`src/rtl/fsc_pkg.sv`:
```
package fsc_pkg;
  localparam int NUM_STAGES = 4;
  localparam int STATE_W = 4;

  typedef enum logic [STATE_W-1:0] {
    ST_RUNNING    = 4'd0,
    ST_IDLE       = 4'd1,
    ST_SQUASHING  = 4'd2,
    ST_BLOCKED    = 4'd3,
    ST_WAIT_RESP  = 4'd4,
    ST_WAIT_RETRY = 4'd5,
    ST_ACC_DONE   = 4'd6,
    ST_TRAP       = 4'd7,
    ST_QUIESCE    = 4'd8
  } fetchState_t;

  typedef struct packed {
    logic loadCommit;
    logic loadDecode;
  } pcStrobe_t;
endpackage

```
`src/rtl/fsc_datapath.sv`:
```
module fsc_datapath #(
  parameter int NUM_THREADS = 2,
  parameter int PC_W = 32,
  parameter int INST_BYTES = 4,
  parameter logic [PC_W-1:0] RESET_PC = '0
) (
  input  logic clk,
  input  logic rst_n,
  input  logic [NUM_THREADS*fsc_pkg::NUM_STAGES-1:0] stageBlock,
  input  logic [NUM_THREADS*fsc_pkg::NUM_STAGES-1:0] stageUnblock,
  input  logic contextSwitch,
  input  logic [NUM_THREADS*PC_W-1:0] commitSquashPc,
  input  logic [NUM_THREADS*PC_W-1:0] decodeSquashPc,
  input  fsc_pkg::pcStrobe_t strobe [NUM_THREADS],
  output logic [NUM_THREADS-1:0] stalled,
  output logic [NUM_THREADS*fsc_pkg::NUM_STAGES-1:0] stallFlags,
  output logic [NUM_THREADS*PC_W-1:0] fetchPc,
  output logic [NUM_THREADS*PC_W-1:0] nextPc,
  output logic [NUM_THREADS-1:0] redirectValid
);
  localparam int NS = fsc_pkg::NUM_STAGES;
  localparam int FLAG_W = NUM_THREADS * NS;

  logic [FLAG_W-1:0] stallQ, stallD;

  assign stallD = (stallQ & ~stageUnblock) | stageBlock;
  assign stallFlags = stallQ;

  always_ff @(posedge clk) begin
    if (!rst_n) stallQ <= '0;
    else        stallQ <= stallD;
  end

  for (genvar t = 0; t < NUM_THREADS; t++) begin : g_thr
    logic [PC_W-1:0] pcQ;
    logic redirQ;

    assign stalled[t] = (|stallD[t*NS +: NS]) | contextSwitch;

    always_ff @(posedge clk) begin
      if (!rst_n) begin
        pcQ <= RESET_PC;
        redirQ <= 1'b0;
      end else begin
        redirQ <= strobe[t].loadCommit | strobe[t].loadDecode;
        if (strobe[t].loadCommit)      pcQ <= commitSquashPc[t*PC_W +: PC_W];
        else if (strobe[t].loadDecode) pcQ <= decodeSquashPc[t*PC_W +: PC_W];
      end
    end

    assign fetchPc[t*PC_W +: PC_W] = pcQ;
    assign nextPc[t*PC_W +: PC_W] = pcQ + PC_W'(INST_BYTES);
    assign redirectValid[t] = redirQ;
  end
endmodule

```
`src/rtl/fsc_control.sv`:
```
module fsc_control #(
  parameter int NUM_THREADS = 2
) (
  input  logic clk,
  input  logic rst_n,
  input  logic [NUM_THREADS-1:0] threadActive,
  input  logic [NUM_THREADS-1:0] stalled,
  input  logic [NUM_THREADS-1:0] commitSquash,
  input  logic [NUM_THREADS-1:0] robSquashing,
  input  logic [NUM_THREADS-1:0] decodeSquash,
  input  logic [NUM_THREADS-1:0] cacheIssue,
  input  logic [NUM_THREADS-1:0] cacheReject,
  input  logic [NUM_THREADS-1:0] cacheRetryOk,
  input  logic [NUM_THREADS-1:0] cacheResp,
  input  logic [NUM_THREADS-1:0] fetchSelect,
  input  logic [NUM_THREADS-1:0] trapReq,
  input  logic [NUM_THREADS-1:0] quiesceReq,
  input  logic wakeReq,
  output fsc_pkg::fetchState_t stateQ [NUM_THREADS],
  output fsc_pkg::pcStrobe_t strobe [NUM_THREADS],
  output logic stageActive
);
  import fsc_pkg::*;

  logic [NUM_THREADS-1:0] busy;

  for (genvar t = 0; t < NUM_THREADS; t++) begin : g_thr
    fetchState_t stD;
    pcStrobe_t   stb;
    localparam bit IS_T0 = (t == 0);

    always_comb begin
      stD = stateQ[t];
      stb = '0;
      if (!threadActive[t]) begin
        stD = ST_IDLE;
      end else if (stateQ[t] == ST_IDLE) begin
        stD = ST_RUNNING;
      end else if (commitSquash[t]) begin
        stD = ST_SQUASHING;
        stb.loadCommit = 1'b1;
      end else if (robSquashing[t]) begin
        stD = ST_SQUASHING;
      end else if (decodeSquash[t] && stateQ[t] != ST_SQUASHING) begin
        stD = ST_SQUASHING;
        stb.loadDecode = 1'b1;
      end else if (stalled[t] && stateQ[t] != ST_WAIT_RESP) begin
        stD = ST_BLOCKED;
      end else if (stateQ[t] == ST_BLOCKED || stateQ[t] == ST_SQUASHING) begin
        stD = ST_RUNNING;
      end else begin
        unique case (stateQ[t])
          ST_RUNNING: begin
            if (trapReq[t])          stD = ST_TRAP;
            else if (quiesceReq[t])  stD = ST_QUIESCE;
            else if (cacheReject[t]) stD = ST_WAIT_RETRY;
            else if (cacheIssue[t])  stD = ST_WAIT_RESP;
          end
          ST_WAIT_RETRY: if (cacheRetryOk[t]) stD = ST_WAIT_RESP;
          ST_WAIT_RESP:
            if (cacheResp[t]) stD = stalled[t] ? ST_BLOCKED : ST_ACC_DONE;
          ST_ACC_DONE: if (fetchSelect[t]) stD = ST_RUNNING;
          ST_QUIESCE:  if (IS_T0 && wakeReq) stD = ST_RUNNING;
          default: stD = stateQ[t];
        endcase
      end
    end

    always_ff @(posedge clk) begin
      if (!rst_n) stateQ[t] <= ST_RUNNING;
      else        stateQ[t] <= stD;
    end

    assign strobe[t] = stb;
    assign busy[t] = threadActive[t] &&
                     (stateQ[t] == ST_RUNNING || stateQ[t] == ST_SQUASHING ||
                      stateQ[t] == ST_ACC_DONE);
  end

  assign stageActive = |busy;
endmodule

```
`src/rtl/fetch_status_ctrl.sv`:
```
module fetch_status_ctrl #(
  parameter int NUM_THREADS = 2,
  parameter int PC_W = 32,
  parameter int INST_BYTES = 4,
  parameter logic [PC_W-1:0] RESET_PC = 32'h0000_0100
) (
  input  logic clk,
  input  logic rst_n,
  input  logic [NUM_THREADS-1:0] threadActive,
  input  logic [NUM_THREADS*4-1:0] stageBlock,
  input  logic [NUM_THREADS*4-1:0] stageUnblock,
  input  logic contextSwitch,
  input  logic [NUM_THREADS-1:0] commitSquash,
  input  logic [NUM_THREADS*PC_W-1:0] commitSquashPc,
  input  logic [NUM_THREADS-1:0] robSquashing,
  input  logic [NUM_THREADS-1:0] decodeSquash,
  input  logic [NUM_THREADS*PC_W-1:0] decodeSquashPc,
  input  logic [NUM_THREADS-1:0] cacheIssue,
  input  logic [NUM_THREADS-1:0] cacheReject,
  input  logic [NUM_THREADS-1:0] cacheRetryOk,
  input  logic [NUM_THREADS-1:0] cacheResp,
  input  logic [NUM_THREADS-1:0] fetchSelect,
  input  logic [NUM_THREADS-1:0] trapReq,
  input  logic [NUM_THREADS-1:0] quiesceReq,
  input  logic wakeReq,
  output logic [NUM_THREADS*4-1:0] threadState,
  output logic [NUM_THREADS*4-1:0] stallFlags,
  output logic [NUM_THREADS*PC_W-1:0] fetchPc,
  output logic [NUM_THREADS*PC_W-1:0] nextPc,
  output logic [NUM_THREADS-1:0] redirectValid,
  output logic stageActive
);
  fsc_pkg::fetchState_t stateQ [NUM_THREADS];
  fsc_pkg::pcStrobe_t   strobe [NUM_THREADS];
  logic [NUM_THREADS-1:0] stalled;

  fsc_control #(.NUM_THREADS(NUM_THREADS)) u_ctrl (
    .clk, .rst_n, .threadActive, .stalled, .commitSquash, .robSquashing,
    .decodeSquash, .cacheIssue, .cacheReject, .cacheRetryOk, .cacheResp,
    .fetchSelect, .trapReq, .quiesceReq, .wakeReq,
    .stateQ, .strobe, .stageActive
  );

  fsc_datapath #(
    .NUM_THREADS(NUM_THREADS), .PC_W(PC_W),
    .INST_BYTES(INST_BYTES), .RESET_PC(RESET_PC)
  ) u_dp (
    .clk, .rst_n, .stageBlock, .stageUnblock, .contextSwitch,
    .commitSquashPc, .decodeSquashPc, .strobe,
    .stalled, .stallFlags, .fetchPc, .nextPc, .redirectValid
  );

  for (genvar t = 0; t < NUM_THREADS; t++) begin : g_out
    assign threadState[t*4 +: 4] = stateQ[t];
  end
endmodule

```
`config.mk`:
```
export PLATFORM = sky130hd
export DESIGN_NAME = fetch_status_ctrl
export DESIGN_NICKNAME = d
export VERILOG_FILES = /design/src/rtl/fsc_pkg.sv /design/src/rtl/fsc_datapath.sv /design/src/rtl/fsc_control.sv /design/src/rtl/fetch_status_ctrl.sv
export SDC_FILE = /design/constraint.sdc
export NUM_CORES = 1
export LEC_CHECK = 0
export ABC_AREA = 1
export BUFFER_PORTS_ARGS = -buffer_cell sky130_fd_sc_hd__buf_2
export CAP_MARGIN = 5
export CORE_MARGIN = 8
export CORE_UTILIZATION = 45
export CTS_BUF_LIST = sky130_fd_sc_hd__clkbuf_2 sky130_fd_sc_hd__clkbuf_4 sky130_fd_sc_hd__clkbuf_8
export DETAILED_ROUTE_END_ITERATION = 6
export PLACE_DENSITY = 0.8
export SLEW_MARGIN = 30
export SYNTH_ARGS = -nofsm -noshare
export SYNTH_HDL_FRONTEND = slang
export SYNTH_SLANG_ARGS = --single-unit
```
`constraint.sdc`:
```
create_clock -name clk -period 2.15 [get_ports clk]
set_clock_uncertainty 0.15 [all_clocks]
set_input_delay 0 -clock clk [delete_from_list [all_inputs] [get_ports clk]]
set_output_delay 0 -clock clk [all_outputs]
set_load 0.02 [all_outputs]
```
# [Word-level counts from Yosys, hierarchy flattened]
# Cells that the tools add are included.
[classes] shifts=0 n_mux=49 eq_ne=46 magnitude_cmp=0 n_reduce_logical=33 n_div=0 bitwise=10 multipliers=0 n_addsub=2
[ops] op="32-bit 2-to-1 mux" count=4
[ops] op="32-bit by 3-bit adder with 32-bit output (second input constant)" count=2
[ops] op="9-bit by 5-bit inequality test with 1-bit output (second input constant)" count=7
[ops] op="4-bit 2-to-1 mux" count=15
[ops] op="7-bit by 4-bit inequality test with 1-bit output (second input constant)" count=7
[ops] op="2-bit 2-to-1 mux" count=14
[ops] op="4-bit by 3-bit equality test with 1-bit output (second input constant)" count=6
[ops] op="12-bit by 8-bit inequality test with 1-bit output (second input constant)" count=2
[ops] op="10-bit by 7-bit inequality test with 1-bit output (second input constant)" count=2
[ops] op="4-bit one-hot mux with 5 select lines" count=1
[ops] op="6-bit AND reduction" count=3
[ops] op="4-bit by 2-bit equality test with 1-bit output (second input constant)" count=4
[ops] op="4-bit one-hot mux with 4 select lines" count=1
[ops] op="8-bit OR reduction" count=2
[ops] op="5-bit AND reduction" count=3
[ops] op="2-bit inequality test (second input constant)" count=7
[ops] op="1-bit 2-to-1 mux" count=12
[ops] op="12-bit by 1-bit inequality test with 1-bit output (second input constant)" count=1
[ops] op="11-bit by 1-bit inequality test with 1-bit output (second input constant)" count=1
[ops] op="5-bit inequality test (second input constant)" count=2
[ops] op="10-bit nonzero test" count=1
[ops] op="9-bit nonzero test" count=1
[ops] op="8-bit AND" count=1
[ops] op="4-bit by 1-bit equality test with 1-bit output (second input constant)" count=2
[ops] op="other kinds (17)" count=39
[totals] ff_bits=82 latch_bits=0 ramBits=0 memories=0 mem_bits_ro=0

# [Depth between registers and ports, before layout]
# Gate-level depths: netlist of run 1.
[logic_depth] ltp_word=15 depth_mapped=12

# [Cells and area by module]
# From an unflattened synthesis of run 1, not the netlist that was laid out.
[unflattened] cells_unflattened=1069 hier_area_um2=6142.1
[modules_own_cells] mod="fsc_datapath" seq_area_each_um2=1481.4 cells_per_inst=873 instances=1 area_each_um2=5127.4
[modules_own_cells] mod="fsc_control" seq_area_each_um2=160.2 cells_per_inst=196 instances=1 area_each_um2=1014.7

# [Least setup slack after synthesis of run 1]
# OpenSTA, ideal clock, no wires.
[synth_timing] path_kind="reg-to-output" start="register u_dp.g_thr[1].pcQ[2]" end="output nextPc[54]" slack_ns=0.160 n_path_buf=0 arrival_ns=1.840 stages_incl_launch_ff=9 path_cell_list="dfxtp_1 > ha_1 > nand2_1 > nor3_4 > nand2_2 > nor3_4 > nand2_2 > nor2_2 > xor2_1"
[synth_via] elab_chain_cells=1
[synth_lines] item="from (decl)" line="fsc_datapath.sv:35" rtl="logic [PC_W-1:0] pcQ;"
[synth_lines] item="from (signal assigned)" line="fsc_datapath.sv:46" rtl="if (strobe[t].loadCommit) pcQ <= commitSquashPc[t*PC_W +: PC_W];"
[synth_lines] item="from (signal assigned)" line="fsc_datapath.sv:47" rtl="else if (strobe[t].loadDecode) pcQ <= decodeSquashPc[t*PC_W +: PC_W];"
[synth_lines] item="32-bit by 3-bit adder with 32-bit output" line="fsc_datapath.sv:52" rtl="assign nextPc[t*PC_W +: PC_W] = pcQ + PC_W'(INST_BYTES);"
[synth_lines] item="to (decl)" line="fetch_status_ctrl.sv:29" rtl="output logic [NUM_THREADS*PC_W-1:0] nextPc,"
# Every way passes these cells.

# [Worst setup path in the final report of run 1]
[layout_timing] start="register u_dp.g_thr[1].pcQ[6]" end="output nextPc[62]"
# Same word-level chain as after synthesis.

==> results_dict.tcl, run 1 <==
set metrics [dict create \
    fill_cells 860 \
    timing.fmax_ghz 0.447 \
    drt-met1-wl_mm 10.8 \
    pwr-share-comb 0.364 \
    final_util 0.765 \
    crit_type "reg -> out" \
    ys_seq_area_frac 0.277 \
    worst_pin_slew_ns 0.418 \
    finalSetupTns_ns -0.184 \
    cts.path.max_buffers 2 \
    place.detailed.hpwl_mm 18.6 \
    cp.required_ns 2.00 \
    cts_buffers 9 \
    clk_latency_ns 0.37 \
    end_kind "output port" \
    maxCapViolCount 0 \
    nets 1588 \
    layout_setup_ws_ns -0.0869 \
    drt.antenna.violating_nets 0 \
    wl_met3_mm 3.84 \
    start_util 0.454 \
    syn_area_mm2 0.00593 \
    met2WireLength_mm 14.9 \
    ys_ff_latch 82 \
    gp_congestion 0.948 \
    die_area_mm2 0.0171 \
    vias_per_cell 5.81 \
    finalSetupViolCount 4 \
    syn_nets 1109 \
    num_vias 9305 \
    cts_sinks 82 \
    drtPass1Iterations 6 \
    initialDrtViolationCount 1112 \
    syn_avg_cell_area_um2 6.33 \
    drive_gt1_frac 0.355 \
    p_int_mw 2.91 \
    sw_frac_of_total 0.388 \
    fin_area_mm2 0.0100 \
    routedWlPerCell_um 19.9 \
    worstPathArrival_ns 2.09 \
    syn2layout_area_growth_pct 68.6 \
    fin_crit_ns 2.24 \
    finalHoldViolCount 0 \
    synth_edf_count 0 \
    power_density_mw_per_mm2 476 \
    slew_headroom 0.721 \
    peakVddDrop_mv 0.352 \
    synth_top_area_frac 0.277 \
    clock_power_share 0.251 \
    htreeDepth 3 \
    dpl-instance-area_mm2 0.00768 \
    synth_area_leaders "dfxtp_1 28%, nand2_1 14%, nor2_1 8.3%" \
    yosysWarnings 0 \
    cts.clk_slew.worst_paths_ns 0.09 \
    die_h_um 131 \
    synth_cells 937 \
    io_pins 317 \
    hp-class "in -> reg" \
    top_layer "met4" \
    run_status "complete, but fails checks" \
    synth_async_sr_flop_share 0 \
    layout_common_cells "305 x buf_2, 216 x nand2_1, 160 x dlygate4sd3_1, 120 x nor2_1, 72 x inv_1" \
    rsz0062_at_grt "true" \
    fp-row-count 42 \
    period_share 1.04 \
    synth_area_leader_cell "dfxtp_1" \
    cts_root_buf "clkbuf_8" \
    coreArea_mm2 0.0131 \
    layout_commonest_cell "buf_2" \
    switchingPower_mw 1.85 \
    grt_pass1_vias 9110 \
    leakage_nw 5.10 \
    drc 0 \
    synth_cell_types 38 \
    grt_max_degree 41 \
    synth_flop_cell "dfxtp_1" \
    place_ws_ns 0.195 \
    power_frac_seq 0.384 \
    cp-start-kind "register" \
    crit_fanout 4 \
    grt_pass1_wl_mm 46.5 \
    cts_tree "done" \
    violations "negative setup slack" \
    io_buffers 316 \
    grt_usage 0.347 \
    die_w_um 131 \
    grt-ovfl-total 0 \
    antenna_found_initial 0 \
    wl_mm 31.8 \
    final-max-slew-violation-count 0 \
]
## registers in the layout (all words and copies together) (netlist names)
register,cells
u_dp.stallFlags,8
u_dp.g_thr.redirQ,2
u_ctrl.stateQ,8
u_dp.g_thr.pcQ,64
## power by group through the flow
stage / Sequential [mW] / Clock (mW) / Combinational [mW]
after detailed placement: 1.83 / 0 / 1.35
after floorplan: 1.93 / 0 / 0.679
after global placement: 1.82 / 0 / 1.35
after CTS: 1.80 / 1.18 / 1.61
final: 1.83 / 1.20 / 1.73
after global routing: 1.84 / 1.25 / 1.84
## routing by layer
layer	GRT usage	vias to the layer above
li1	-	4060
met5	0	-
met3	0.0885	228
met4	0.257	0
met1	0.368	4159
met2	0.588	858
## area by class of cell
type                            count  area [um2]  share of cell area
Antenna cell                        4        10.0             0.00100
Multi-Input combinational cell    718        3980               0.398
Clock inverter                      5        55.1             0.00550
Tap cell                          176         220              0.0220
Timing Repair Buffer              519        3560               0.356
Inverter                           86         323              0.0323
Sequential cell                    82        1720               0.172
Clock buffer                       11         139              0.0139
## metrics by stage
stage / total power, mW / hold WS [ns] / instances
finish: 4.76 / 0.0232 / 1601
global route: 4.93 / 0.0658 / 1597
CTS: 4.59 / 0.000639 / 1588
detailed placement: 3.18 / 0.117 / 1404
global placement: 3.17 / 0.112 / 1404
floorplan: 2.61 / 0.00444 / 937
## worst max-delay path, stage by stage, from the launching register on
cell     delay, ns
dfxtp_1       0.39
buf_4         0.17
inv_1         0.07
nor3_2        0.24
and3_1        0.28
nand3_1       0.14
xnor2_1       0.23
buf_2         0.21
## final timing paths
kind                            slack [ns]  depth (start not counted)                            end                         startpoint
worst max-delay path                 -0.09                          7                     nextPc[62]  u_dp.g_thr[1].pcQ[6]$_SDFFE_PN0P_
worst min-delay path                  0.02                          7  u_ctrl.stateQ[1]$_SDFFE_PP0P_                         trapReq[1]
worst max register to register        0.15                          8  u_ctrl.stateQ[3]$_SDFFE_PP0P_      u_ctrl.stateQ[2]$_SDFFE_PP0P_
worst min register to register        0.38                          2  u_ctrl.stateQ[2]$_SDFFE_PP0P_      u_ctrl.stateQ[2]$_SDFFE_PP0P_
## logic make-up (layout without fill, tap and decap cells)
kind of cell             after synthesis  count (layout)  synth area share
other                                  0               4                 0
buffers and inverters                137             621             0.102
flip-flops                            82              82             0.277
AO/OA/AOI/OAI                        126             126             0.117
adder cells (fa/ha/maj)                2               2           0.00422
XOR/XNOR                              51              51            0.0753
AND/OR/NAND/NOR                      539             539             0.425
## cells in the mapped netlist (7+ instances only)
cell type and instances:
a21oi_1 18, xnor2_1 13, xor2_1 38, buf_2 14
nor4_1 8, dfxtp_1 82, nand2_1 224, inv_2 11
nand3b_1 8, nand3_2 7, nand4_1 48, nand3_1 58
o21ai_1 31, clkbuf_1 20, inv_1 75, o21ai_0 37
nor3_1 19, buf_4 11, nor2_1 131, nand2_2 10
a31oi_1 32
## timing repair
item,4_1_cts,5_1_grt
cloned,0,0
endpoints found under the hold margin,80,0
buffers inserted,8,9
hold buffers,160,0
setup endpoints to repair,26,32
pin swaps,8,25
gates resized for setup,46,77
(Power assumes the default switching activity.)
==> inputs of run 2 (changes only) <==
- ABC_AREA: 1 -> not set
- PLACE_DENSITY: 0.8 -> 0.83
==> run 2 against run 1 <==
The run ends with design-rule violations, negative setup slack left. Total power grew 6.9%. Utilization grew 11 points. Global-route usage grew 1.2 points. First-iteration DRC count grew 18%. Critical path type unchanged. Highest routed layer is now met5.
==> results_dict.tcl, run 2 <==
set metrics [dict create \
    slowest_stage "or2_4" \
    power_density_mw_per_mm2 507 \
    initialDrtViolationCount 1310 \
    peakVddDrop_mv 0.430 \
    nets 1355 \
    synth_common_cells "97 x nor2_1, 82 x dfxtp_1, 62 x nand2_1" \
    synth.most_common_cell "nor2_1" \
    slew_headroom 0.547 \
    final-max-slew-violation-count 0 \
    grt_usage 0.359 \
    timing.fmax_ghz 0.385 \
    hp-class "in -> reg" \
    drt.antenna.violating_nets 0 \
    cp.required_ns 2.00 \
    rsz0062_at_grt "true" \
    fin_crit_ns 2.60 \
    cts.clk_slew.worst_paths_ns 0.09 \
    cts_tree "done" \
    cp_cell_sequence "and4_2 -> nand4_1 -> or2_4 -> buf_4 -> nor3_2 -> xor2_1 -> buf_2" \
    layout_commonest_cell "buf_2" \
    ys_seq_area_frac 0.313 \
    synth_edf_count 0 \
    violations "design-rule violations, negative setup slack" \
    fp-row-count 39 \
    leakage_nw 4.83 \
    start_util 0.459 \
    yosysWarnings 0 \
    place.detailed.hpwl_mm 16.1 \
    htreeDepth 3 \
    finalHoldViolCount 0 \
    die_w_um 124 \
    antenna_found_initial 6 \
    die_area_mm2 0.0154 \
    synth_top_area_frac 0.313 \
    ys_ff_latch 82 \
    synth_cells 668 \
    worstPathArrival_ns 2.45 \
    crit_fanout 5 \
    gp_congestion 0.971 \
    largest_reg_flops 64 \
    drive_gt1_frac 0.459 \
    cts.path.max_buffers 2 \
    synth_flop_cell "dfxtp_1" \
    drtPass1Iterations 7 \
    end_kind "output port" \
    num_vias 8666 \
    period_share 1.21 \
    io_buffers 316 \
    routedWlPerCell_um 26.3 \
    run_status "complete, but fails checks" \
    cts_buffers 9 \
    grt_pass1_wl_mm 42.7 \
    synth_area_leader_cell "dfxtp_1" \
    wl_mm 35.0 \
    slowest_delay_ns 0.37 \
    synth_async_sr_flop_share 0 \
    registers.top_by_ff_count "u_dp.g_thr.pcQ" \
    syn2layout_area_growth_pct 91.3 \
    syn_nets 840 \
    synth_area_leaders "dfxtp_1 31%, mux2i_1 7.1%, nor2_1 6.9%" \
    grt_pass1_vias 8081 \
    syn_avg_cell_area_um2 7.85 \
    io_pins 317 \
    crit_type "reg -> out" \
    layout.cells.non_filler 1334 \
    grt_max_degree 45 \
    cts_root_buf "clkbuf_8" \
    coreArea_mm2 0.0114 \
    vias_per_cell 6.50 \
    holdWs_ns 0.0858 \
    clk_latency_ns 0.37 \
    drc 7 \
    cts_sinks 82 \
    worst_pin_slew_ns 0.678 \
    cp-start-kind "register" \
    finalSetupViolCount 33 \
    die_h_um 124 \
    syn_area_mm2 0.00524 \
    dp_cells 1136 \
    maxCapViolCount 0 \
    r2r_slack_ns -0.29 \
    layout_common_cells "292 x buf_2, 155 x dlygate4sd3_1, 91 x buf_4, 88 x nor2_1, 59 x nand2_1" \
    layout_setup_ws_ns -0.450 \
    synth_cell_types 61 \
    grt-ovfl-total 0 \
]
-- run 2: cell type report --
cell class	count	area (um2)
multi-input combinational	509	3820
fill	467	1390
inverter	23	86.3
tap	143	179
clock inverter	2	60.1
sequential	82	1710
antenna	3	7.51
timing repair buffer	558	4010
clock buffer	14	168
-- run 2: path summary, 6_finish.rpt --
path | from | cells after the start | to
max reg2reg | u_ctrl.stateQ[2]$_SDFFE_PP0P_ | 5 | u_dp.g_thr[1].pcQ[17]$_SDFFE_PN0P_
min reg2reg | u_dp.g_thr[1].pcQ[1]$_SDFFE_PN0P_ | 2 | u_dp.g_thr[1].pcQ[1]$_SDFFE_PN0P_
max | u_dp.g_thr[0].pcQ[10]$_SDFFE_PN0P_ | 7 | nextPc[22]
min | contextSwitch | 5 | u_ctrl.stateQ[6]$_SDFFE_PP0P_
-- run 2: routing by layer --
metal	vias to the layer above	global-route usage	share of wire
met2	988	0.608	0.47
li1	3440	-	-
met3	363	0.109	0.13
met4	4	0.277	0.098
met1	3871	0.368	0.30
met5	-	0	0.00066
-- run 2: worst max-delay path: cells and delay by family (launching register included) --
| family | cells | cell delay, ns |
|---|---|---|
| and+or+nand+nor | 4 | 1.07 |
| DFF | 1 | 0.36 |
| buffers and inverters | 2 | 0.40 |
| xor gates and xnor gates | 1 | 0.24 |
-- run 2: timing repair --
item                                   in CTS  in global routing
setup buffers                               6                 18
endpoints found under the hold margin      81                  2
gates resized for setup                    42                118
setup endpoints to repair                  27                 65
hold buffers                              154                  2
pin swaps                                  11                 33
gates cloned                                0                  1
-- run 2: metrics by stage --
step / worst slack, ns / instance area [um2] / setup TNS, ns / power [mW] / utilization
2_1_floorplan: -0.0000420 / 5330 / -0.000210 / 2.56 / -
3_3_place_gp: 0.0245 / 7390 / 0 / 3.15 / 0.647
3_5_place_dp: -0.00539 / 7390 / -0.00539 / 3.17 / 0.647
4_1_cts: -0.243 / 9340 / -1.83 / 4.72 / 0.818
5_1_grt: -0.552 / 10000 / -9.04 / 5.23 / 0.878
6_report: -0.450 / 10000 / -5.30 / 5.09 / 0.878
-- run 2: kinds of logic (layout without fill, tap and decap cells) --
| kind of cell | after synthesis | in the layout | synth area share |
|---|---|---|---|
| multiplexers | 38 | 38 | 0.0728 |
| adder cells (fa/ha/maj) | 2 | 2 | 0.00477 |
| buffers and inverters | 77 | 597 | 0.0680 |
| XOR/XNOR | 56 | 56 | 0.0935 |
| AO/OA/AOI/OAI | 111 | 111 | 0.166 |
| flip-flops | 82 | 82 | 0.313 |
| other | 0 | 3 | 0 |
| AND/OR/NAND/NOR | 302 | 302 | 0.282 |
-- run 2: power by group --
group | switching [mW] | internal, mW | leakage (nW)
Combinational | 1.10 | 0.835 | 4.02
Sequential | 0.151 | 1.64 | 0.692
Clock | 0.629 | 0.741 | 0.119
==> inputs of run 3 (changes only) <==
- CORE_ASPECT_RATIO: not set -> 0.8
==> run 3 against run 2 <==
Sequential share of layout area grew 0.24 points. Critical path depth shrank 1. Worst setup slack gained 0.11 ns. The flow finishes with violations (negative setup slack). Critical endpoint is now nextPc[25]. Worst hold slack lost 0.041 ns. Via count shrank 7.1%.
==> results_dict.tcl, run 3 (same netlist as run 2, synthesis figures left out) <==
set metrics [dict create \
    reg2regPathDepth 6 \
    worstPathArrival_ns 2.34 \
    coreArea_mm2 0.0114 \
    grt_usage 0.347 \
    place.detailed.hpwl_mm 16.5 \
    power.total_mw 4.82 \
    leakage_nw 4.77 \
    crit_buf_inv 1 \
    top_usage_layer "met2" \
    hp-class "in -> reg" \
    die_area_mm2 0.0154 \
    antenna_found_initial 8 \
    slew_headroom 0.582 \
    drtPass1Iterations 6 \
    met1_usage 0.362 \
    crit_path_end "nextPc[25]" \
    syn2layout_area_growth_pct 87.2 \
    slowest_stage "or3b_4" \
    wl_mm 29.9 \
    period_share 1.16 \
    grt_max_degree 64 \
    fp-row-count 35 \
    maxCapViolCount 0 \
    grt-ovfl-total 0 \
    crit_family "simple AND/OR/NAND/NOR gates" \
    layout_commonest_cell "buf_2" \
    drive_gt1_frac 0.441 \
    fin_area_mm2 0.00982 \
    htreeDepth 3 \
    r2r_slack_ns -0.04 \
    cp-start-kind "register" \
    cts.clk_slew.worst_paths_ns 0.08 \
    gp_congestion 0.961 \
    largest_reg_flops 64 \
    cp_cell_sequence "nand3_2 -> or3_4 -> or3b_4 -> or3_4 -> xnor2_2 -> buf_4" \
    rsz0062_at_grt "true" \
    die_w_um 137 \
    timing.fmax_ghz 0.401 \
    cts.path.max_buffers 2 \
    timing.critical_path.from "u_dp.g_thr[0].pcQ[15]$_SDFFE_PN0P_" \
    io_buffers 316 \
    initialDrtViolationCount 940 \
    finalHoldViolCount 0 \
    dpl-instance-area_mm2 0.00740 \
    cp_common_cell "or3_4" \
    vias_per_cell 6.01 \
    cp.required_ns 2.00 \
    nets 1350 \
    layout_common_cells "296 x buf_2, 155 x dlygate4sd3_1, 90 x nor2_1, 88 x buf_4, 60 x nand2_1" \
    cts_root_buf "clkbuf_8" \
    use_met2 0.591 \
    drc 0 \
    clk_latency_ns 0.35 \
    use_met3 0.0982 \
    violations "negative setup slack" \
    fin_crit_ns 2.49 \
    run_status "complete, but fails checks" \
    grt_pass1_wl_mm 42.6 \
    place_ws_ns -0.0622 \
    path_depth 6 \
    registers.top_by_ff_count "u_dp.g_thr.pcQ" \
    io_pins 317 \
    power_density_mw_per_mm2 491 \
    cts_buffers 9 \
    die_h_um 113 \
    finalSetupViolCount 18 \
    routedWlPerCell_um 22.4 \
    r2r_end "u_dp.g_thr[0].pcQ[7]$_SDFFE_PN0P_" \
    num_vias 8054 \
    crit_type "reg -> out" \
    slowest_delay_ns 0.46 \
    drt.antenna.violating_nets 0 \
    r2r-start "u_ctrl.stateQ[6]$_SDFFE_PP0P_" \
    worst_pin_slew_ns 0.625 \
    grt_pass1_vias 7978 \
    crit_fanout 3 \
    peakVddDrop_mv 0.403 \
    layout_setup_ws_ns -0.342 \
    end_kind "output port" \
    start_util 0.459 \
    final-max-slew-violation-count 0 \
    cts_tree "done" \
    cts_sinks 82 \
    min_from "quiesceReq[1]" \
]
==> run 3: worst min path at each step <==
stage                                         end  cells after the start
finish              u_ctrl.stateQ[3]$_SDFFE_PP0P_                      4
global route        u_ctrl.stateQ[2]$_SDFFE_PP0P_                      4
CTS                 u_ctrl.stateQ[3]$_SDFFE_PP0P_                      4
detailed placement  u_dp.stallFlags[4]$_SDFF_PN0_                      3
global placement    u_dp.stallFlags[4]$_SDFF_PN0_                      3
floorplan           u_dp.stallFlags[4]$_SDFF_PN0_                      2
==> run 3: stage by stage <==
stage	hold WS (ns)	cells	TNS, ns	util
after global placement	0.0724	1143	0	0.647
final	0.0444	1339	-2.83	0.859
after detailed placement	0.0820	1143	-0.107	0.647
after floorplan	-0.0326	668	-0.000210	-
after CTS	0.00149	1322	-1.57	0.819
after global routing	0.0352	1339	-5.77	0.859
==> run 3: area by class of cell <==
type	count	area (um2)
fillers	567	1610
well taps	148	185
diodes	8	20.0
clock inverters	2	35.0
inverters	23	86.3
repair buffers	553	3930
multi-input cells	509	3690
flip-flops and latches	82	1690
clock buffers	14	174
==> run 3: layer usage <==
metal	wire, um	share of wire
met2	15000	0.50
met1	9850	0.33
met4	2090	0.070
met5	0	0
met3	3030	0.10
==> run 3: power breakdown <==
part,switching [mW],internal [mW],leakage [nW]
clock,0.572,0.640,0.111
combinational,1.01,0.822,3.97
sequential,0.136,1.64,0.689
==> run 3: worst min-delay path, stage by stage <==
cell and delay [ns]:
buf_2 0.12, nor2b_1 0.15, a31oi_1 0.17, nor4_1 0.06
==> run 3: timing repair <==
action                                 CTS  global route
gates cloned                             0             2
setup endpoints to repair               28            57
hold buffers                           155             0
buffers inserted                         8             9
gates resized for setup                 40            83
pin swaps                               10            27
endpoints found under the hold margin   81             0
